$ cat src/rtl/fgx_pkg.sv
package fgx_pkg;
  localparam int INST_BYTES = 4;
  localparam int INST_W     = 32;
  typedef logic [INST_W-1:0] fgx_word_t;
endpackage

$ cat src/rtl/fgx_accum.sv
module fgx_accum #(
  parameter int W      = 16,
  parameter int STEP_W = 3
) (
  input  logic              clk,
  input  logic              rst_n,
  input  logic              en,
  input  logic [STEP_W-1:0] step,
  output logic [W-1:0]      q
);
  always_ff @(posedge clk) begin
    if (!rst_n)  q <= '0;
    else if (en) q <= q + W'(step);
  end
endmodule

$ cat src/rtl/fgx_walker.sv
module fgx_walker #(
  parameter int FETCH_W    = 4,
  parameter int LINE_BYTES = 64,
  parameter int ADDR_W     = 32,
  localparam int WORDS = LINE_BYTES / fgx_pkg::INST_BYTES,
  localparam int WIDX  = $clog2(WORDS),
  localparam int OFF_W = $clog2(LINE_BYTES),
  localparam int CW    = $clog2(FETCH_W + 1)
) (
  input  logic [ADDR_W-1:0]         fetch_pc,
  input  logic [WORDS-1:0]          ctrl_mask,
  input  logic [WORDS-1:0]          quiesce_mask,
  input  logic [WORDS-1:0]          pred_taken,
  input  logic [WORDS*ADDR_W-1:0]   pred_target,
  output logic [FETCH_W-1:0]        w_valid,
  output logic [FETCH_W*WIDX-1:0]   w_idx,
  output logic [FETCH_W*ADDR_W-1:0] w_pc,
  output logic [FETCH_W*ADDR_W-1:0] w_tgt,
  output logic [CW-1:0]             w_count,
  output logic [ADDR_W-1:0]         w_next_pc,
  output logic                      w_taken,
  output logic                      w_quiesce
);
  function automatic logic [ADDR_W-1:0] word_pc(input logic [ADDR_W-1:0] a);
    return a & ~ADDR_W'(fgx_pkg::INST_BYTES - 1);
  endfunction

  function automatic logic [OFF_W:0] start_off(input logic [ADDR_W-1:0] a);
    return {1'b0, a[OFF_W-1:2], 2'b00};
  endfunction

  function automatic logic [ADDR_W-1:0] pc_after(input logic [ADDR_W-1:0] a);
    return a + ADDR_W'(fgx_pkg::INST_BYTES);
  endfunction

  logic [ADDR_W-1:0] pc_w, nx_w;
  logic [OFF_W:0]    off_w;
  logic [WIDX-1:0]   wi;
  logic              run, is_ctl;

  always_comb begin
    pc_w      = word_pc(fetch_pc);
    off_w     = start_off(fetch_pc);
    run       = 1'b1;
    wi        = '0;
    nx_w      = '0;
    is_ctl    = 1'b0;
    w_valid   = '0;
    w_idx     = '0;
    w_pc      = '0;
    w_tgt     = '0;
    w_count   = '0;
    w_taken   = 1'b0;
    w_quiesce = 1'b0;
    for (int s = 0; s < FETCH_W; s++) begin
      if (run && (off_w < (OFF_W+1)'(LINE_BYTES))) begin
        wi     = off_w[OFF_W-1:2];
        is_ctl = ctrl_mask[wi];
        nx_w   = is_ctl ? pred_target[int'(wi)*ADDR_W +: ADDR_W] : pc_after(pc_w);
        w_valid[s]                  = 1'b1;
        w_idx[s*WIDX +: WIDX]       = wi;
        w_pc[s*ADDR_W +: ADDR_W]    = pc_w;
        w_tgt[s*ADDR_W +: ADDR_W]   = nx_w;
        w_count                     = w_count + CW'(1);
        if (is_ctl && pred_taken[wi]) begin
          w_taken = 1'b1;
          run     = 1'b0;
        end
        if (quiesce_mask[wi]) begin
          w_quiesce = 1'b1;
          run       = 1'b0;
        end
        pc_w  = nx_w;
        off_w = off_w + (OFF_W+1)'(fgx_pkg::INST_BYTES);
      end else begin
        run = 1'b0;
      end
    end
    w_next_pc = pc_w;
  end
endmodule

$ cat src/rtl/fgx_group_extract.sv
module fgx_group_extract #(
  parameter int FETCH_W    = 4,
  parameter int LINE_BYTES = 64,
  parameter int ADDR_W     = 32,
  parameter int SEQ_W      = 16,
  localparam int WORDS = LINE_BYTES / fgx_pkg::INST_BYTES,
  localparam int WIDX  = $clog2(WORDS),
  localparam int CW    = $clog2(FETCH_W + 1),
  localparam int IW    = fgx_pkg::INST_W
) (
  input  logic                      clk,
  input  logic                      rst_n,
  input  logic                      fetch_go,
  input  logic [ADDR_W-1:0]         fetch_pc,
  input  logic [LINE_BYTES*8-1:0]   line_data,
  input  logic [WORDS-1:0]          ctrl_mask,
  input  logic [WORDS-1:0]          quiesce_mask,
  input  logic [WORDS-1:0]          pred_taken,
  input  logic [WORDS*ADDR_W-1:0]   pred_target,
  input  logic                      intr_pending,
  input  logic                      phys_mode,
  output logic                      grp_valid,
  output logic [CW-1:0]             grp_count,
  output logic [FETCH_W-1:0]        slot_valid,
  output logic [FETCH_W*IW-1:0]     slot_inst,
  output logic [FETCH_W*ADDR_W-1:0] slot_pc,
  output logic [FETCH_W*ADDR_W-1:0] slot_tgt,
  output logic [FETCH_W*SEQ_W-1:0]  slot_seq,
  output logic [ADDR_W-1:0]         pc_q,
  output logic [ADDR_W-1:0]         pc_next_q,
  output logic                      quiesce_req,
  output logic [SEQ_W-1:0]          taken_cnt
);
  logic [FETCH_W-1:0]        w_valid;
  logic [FETCH_W*WIDX-1:0]   w_idx;
  logic [FETCH_W*ADDR_W-1:0] w_pc, w_tgt;
  logic [CW-1:0]             w_count;
  logic [ADDR_W-1:0]         w_next_pc;
  logic                      w_taken, w_quiesce;

  fgx_walker #(.FETCH_W(FETCH_W), .LINE_BYTES(LINE_BYTES), .ADDR_W(ADDR_W)) walk_i (
    .fetch_pc(fetch_pc), .ctrl_mask(ctrl_mask), .quiesce_mask(quiesce_mask),
    .pred_taken(pred_taken), .pred_target(pred_target),
    .w_valid(w_valid), .w_idx(w_idx), .w_pc(w_pc), .w_tgt(w_tgt),
    .w_count(w_count), .w_next_pc(w_next_pc), .w_taken(w_taken), .w_quiesce(w_quiesce)
  );

  // Request suppressed by a waiting interrupt outside physical mode
  logic blocked, fire;
  assign blocked = fetch_go && intr_pending && !phys_mode;
  assign fire    = fetch_go && !blocked;

  logic [SEQ_W-1:0] seq_q;
  fgx_accum #(.W(SEQ_W), .STEP_W(CW)) seq_i (
    .clk(clk), .rst_n(rst_n), .en(fire), .step(w_count), .q(seq_q)
  );
  fgx_accum #(.W(SEQ_W), .STEP_W(1)) brc_i (
    .clk(clk), .rst_n(rst_n), .en(fire), .step(w_taken), .q(taken_cnt)
  );

  logic [FETCH_W*IW-1:0]    inst_n;
  logic [FETCH_W*SEQ_W-1:0] seq_n;
  always_comb begin
    inst_n = '0;
    seq_n  = '0;
    for (int s = 0; s < FETCH_W; s++) begin
      if (w_valid[s]) begin
        inst_n[s*IW +: IW]      = line_data[int'(w_idx[s*WIDX +: WIDX])*IW +: IW];
        seq_n[s*SEQ_W +: SEQ_W] = seq_q + SEQ_W'(s);
      end
    end
  end

  always_ff @(posedge clk) begin
    if (!rst_n) begin
      grp_valid   <= 1'b0;
      grp_count   <= '0;
      slot_valid  <= '0;
      slot_inst   <= '0;
      slot_pc     <= '0;
      slot_tgt    <= '0;
      slot_seq    <= '0;
      pc_q        <= '0;
      pc_next_q   <= '0;
      quiesce_req <= 1'b0;
    end else if (fire) begin
      grp_valid   <= (w_count != '0);
      grp_count   <= w_count;
      slot_valid  <= w_valid;
      slot_inst   <= inst_n;
      slot_pc     <= w_pc;
      slot_tgt    <= w_tgt;
      slot_seq    <= seq_n;
      pc_q        <= w_next_pc;
      pc_next_q   <= w_next_pc + ADDR_W'(fgx_pkg::INST_BYTES);
      quiesce_req <= w_quiesce;
    end else begin
      grp_valid   <= 1'b0;
      grp_count   <= '0;
      slot_valid  <= '0;
      slot_inst   <= '0;
      slot_pc     <= '0;
      slot_tgt    <= '0;
      slot_seq    <= '0;
      quiesce_req <= 1'b0;
    end
  end

  assert_blocked_hold_R9: assert property (@(posedge clk) disable iff (!rst_n)
    blocked |=> (!grp_valid && $stable(pc_q) && $stable(taken_cnt)));
  assert_count_bits_R4: assert property (@(posedge clk) disable iff (!rst_n)
    ($countones(slot_valid) == int'(grp_count)) && (int'(grp_count) <= FETCH_W));
  assert_valid_flag_R10: assert property (@(posedge clk) disable iff (!rst_n)
    grp_valid == (grp_count != '0));
  assert_pc_pair_R10: assert property (@(posedge clk) disable iff (!rst_n)
    grp_valid |-> (pc_next_q == pc_q + ADDR_W'(fgx_pkg::INST_BYTES)));
  assert_quiesce_group_R7: assert property (@(posedge clk) disable iff (!rst_n)
    quiesce_req |-> grp_valid);
  assert_seq_step_R8: assert property (@(posedge clk) disable iff (!rst_n)
    (grp_valid && slot_valid[FETCH_W > 1 ? 1 : 0] && FETCH_W > 1) |->
      (slot_seq[(FETCH_W > 1 ? 1 : 0)*SEQ_W +: SEQ_W] == slot_seq[SEQ_W-1:0] + SEQ_W'(FETCH_W > 1 ? 1 : 0)));
endmodule

$ cat config.mk
export PLATFORM = sky130hd
export DESIGN_NAME = fgx_group_extract
export DESIGN_NICKNAME = d
export VERILOG_FILES = /design/src/rtl/fgx_pkg.sv /design/src/rtl/fgx_accum.sv /design/src/rtl/fgx_walker.sv /design/src/rtl/fgx_group_extract.sv
export SDC_FILE = /design/constraint.sdc
export NUM_CORES = 2
export LEC_CHECK = 0
export BUFFER_PORTS_ARGS = -buffer_cell sky130_fd_sc_hd__buf_2
export CORE_AREA = 2 2 647 649
export DETAILED_ROUTE_END_ITERATION = 10
export DIE_AREA = 0 0 649 651
export SLEW_MARGIN = 5
export SYNTH_ARGS = -nofsm -noshare
export SYNTH_HDL_FRONTEND = slang
export SYNTH_HIERARCHICAL = 1
export SYNTH_SLANG_ARGS = --single-unit
$ cat constraint.sdc
create_clock -name clk -period 29.2 [get_ports clk]
set_input_delay 2.92 -clock clk [delete_from_list [all_inputs] [get_ports clk]]
set_output_delay 2.92 -clock clk [all_outputs]
set_load 0.03 [all_outputs]
==> metrics.cfg <==
[sta]
fmax_mhz = 69.88
hold_ws_ns = 0.4586
fin_crit_ns = 14.31
final_max_slew_viol_count = 0
fin_crit_sh_pct = 49.01
tightest_slew_ns = 1.326
worst_slack_ns = 14.89
relSlewSlack_pct = 11.60
rsz0062_at_grt = no
skew_ns = 0.05775
setup_viol = 0
finalHoldViolCount = 0
fin_tns_setup_ns = 0

[layout]
area_growth_pct = 28.91
layout_commonest_cell = buf_2
drive_above_1_share_pct = 46.92
layout_common_cells = buf_2 (1639), mux4_2 (998), dfxtp_1 (551)
fin_cells = 12596
num-fill-cells = 46101
utilization_pct = 18.35
nets = 7852

[worst_setup_path]
cp-start-kind = input pin
cp_data_required_time_ns = 29.74
worstReg2RegStart = seq_i/q[0]
arrival_ns = 14.85
rrSetupSlack_ns = 26.86
reg2reg_to = slot_seq[58]
critical_path_class = input pin to flop
cp-end-kind = flop
r2r_cells = 6
crit_fanout = 55

[grt]
grt_pass1_wl_um = 665900
grt_start_max_net_pins = 119
grtUsageTotal_pct = 24.22
overflow = 0
grt_pass1_vias = 58049
antenna_found_initial = 572

[clocking]
cts_tree = yes
ctsRootBufferMaster = clkbuf_16
ctsResizeCount = 0
clkSinkCount = 551
clockBufferDepth = 3
cts.clk_slew.worst_paths_ns = 0.06
post-cts-setup-buffer-count = 0
worstSkewPairLatency_ns = 0.71
htree_levels = 3
cts_hold_buf = 0
numCtsBuffers = 71

[die]
dieArea_um2 = 422500
die_x_um = 649
row_count = 237
num_io_pins = 1646
start_util_pct = 14.24
design.core.area_um2 = 415400
die_h_um = 651

[pwr]
power_density_nw_per_um2 = 57.16
pwr-share-clk_pct = 22.4
p_leak_uw = 0.02794
combPwrFrac_pct = 59.0
switching_share_pct = 48.75
internal-power_uw = 2233
peakVddDrop_uv = 42.81
seq_power_share_pct = 18.6
power.switching_uw = 2124

[placement]
routabilityCongestion = 0.9953
dp.final_hpwl_um = 449000
place_inst = 12145
port-buffer-count = 1643
post-place-ws_ns = 14.42

[logic_synthesis]
synth_top_family_by_area = multiplexers
synth_area_um2 = 59140
yosysWarnings = 6
syn_inst = 5419
synth_compound_area_share_pct = 11.05
synth_edf_count = 0
yosysUniqueCellTypes = 135
synthArstFlopShare_pct = 0
ys_ff_latch = 551
synth_fa_ha_area_share_pct = 0.4781
synthSimpleGateAreaFrac_pct = 14.60
synthXorXnorAreaFrac_pct = 2.632
syn_area_per_cell_um2 = 10.91
synth_seq_area_share_pct = 18.65
ys.flop_type = dfxtp_1
synth.mux.area_fraction_pct = 46.89

[drt]
wl_um = 535800
drc = 0
wl_per_cell_um = 42.54
drt_pre_antenna_iters = 6
antenna_left = 0
viasPerCell = 5.088
drtIter0Drc = 8413
dr_total_vias = 64091

[worst_hold_path]
min_path_type = flop to flop
min_to = pc_next_q[3]
hp-start = pc_next_q[3]
holdPathStages = 2

[flow_run]
drv_cap = 0

[outcome]
status = completed

-- sequential cells by signal (all words and copies together), names as in the netlist --
signal and cells:
slot_valid 4, brc_i/q 16, seq_i/q 16, slot_pc 128
quiesce_req 1, slot_seq 64, slot_tgt 128, pc_next_q 30
grp_count 3, grp_valid 1, slot_inst 128, pc_q 32
-- power groups by stage --
stage	combinational (µW)	sequential [µW]	clock (µW)
after floorplan	1380	889	0
after global placement	2540	825	0
after detailed placement	2550	825	0
after CTS	2560	809	1010
after global routing	2660	812	1030
final	2570	810	976
-- metrics by stage --
step	cell area (µm²)	total power, µW
floorplan	59150	2274
global placement	72980	3367
detailed placement	72980	3378
CTS	75430	4376
global route	76030	4501
finish	76240	4357
-- how the worst max path moves through the flow --
| stage | start | endpoint | slack (ns) | cells after the start |
|---|---|---|---|---|
| after floorplan | fetch_pc[2] | pc_next_q[25] | 16.97 | 41 |
| after global placement | fetch_pc[3] | pc_next_q[30] | 14.52 | 30 |
| after detailed placement | fetch_pc[3] | pc_next_q[30] | 14.42 | 30 |
| after CTS | fetch_pc[3] | pc_next_q[30] | 15.17 | 30 |
| after global routing | fetch_pc[3] | pc_next_q[31] | 14.89 | 30 |
| final | fetch_pc[2] | pc_next_q[10] | 14.89 | 28 |
-- logic make-up (layout without fill, tap and decap cells) --
| logic type | after synthesis | count (layout) |
|---|---|---|
| flip-flops | 551 | 551 |
| AND/OR/NAND/NOR | 1656 | 1656 |
| AO/OA/AOI/OAI | 947 | 947 |
| other | 2 | 327 |
| XOR/XNOR | 176 | 176 |
| multiplexers | 1422 | 1422 |
| adder cells (fa/ha/maj) | 22 | 22 |
| buffers and inverters | 643 | 1998 |
-- worst max-delay path, cell delays in order --
cell,delay (ns)
buf_8,0.24
buf_4,0.57
buf_4,0.54
inv_2,0.30
ha_4,0.75
buf_4,0.74
mux4_2,0.34
nand2_1,0.06
nand3_1,0.15
nand3_1,0.38
nand3_1,0.33
a31o_4,0.60
clkinv_4,0.64
ha_4,0.91
buf_4,0.62
buf_4,0.63
mux4_2,0.34
and2_1,0.13
a211oi_1,0.05
a31oi_1,0.52
nor2_1,0.11
a211oi_1,0.93
o21bai_2,0.53
and4_4,0.42
and2_0,0.37
nand3_1,0.14
xor2_1,0.27
a21oi_1,0.10
-- cell type report --
type	count	area (µm²)	share of cell area (%)
multi-input combinational	4226	45160	59.24
sequential	551	11030	14.47
timing repair buffer	1821	9703	12.73
tap	5497	6878	9.022
clock buffer	87	1897	2.488
antenna	324	810.8	1.063
clock inverter	40	554.3	0.7271
inverter	50	203.9	0.2675
-- metal layers --
metal  wire length, µm  track usage (%)  up-vias  share of wire, %
li1                  -                -    24595                 -
met1            170000            24.37    31892                32
met2            239900            38.05     5493                45
met3             75280            13.05     1743                14
met4             48020            17.63      368               9.0
met5              2618           0.4188        -              0.49
-- Yosys cell counts, drive strengths merged (29+ instances only) --
cell | count | area share (%)
a211oi | 94 | 1.2
mux2i | 318 | 5.4
mux2 | 49 | 0.94
nor3 | 64 | 0.59
buf | 389 | 4.1
a31oi | 52 | 0.55
xnor2 | 96 | 1.4
nor2 | 314 | 2.0
o22ai | 113 | 1.2
nand2 | 482 | 3.1
mux4 | 1055 | 41
nand4 | 61 | 0.78
and3 | 60 | 0.64
o21ai | 159 | 1.4
a22oi | 51 | 0.73
dfxtp | 551 | 19
o221ai | 29 | 0.43
and2 | 358 | 3.8
inv | 47 | 0.30
nor4 | 43 | 0.67
clkbuf | 204 | 1.3
xor2 | 80 | 1.2
a21oi | 209 | 1.8
nand3 | 134 | 1.2
(Power assumes the default switching activity.)
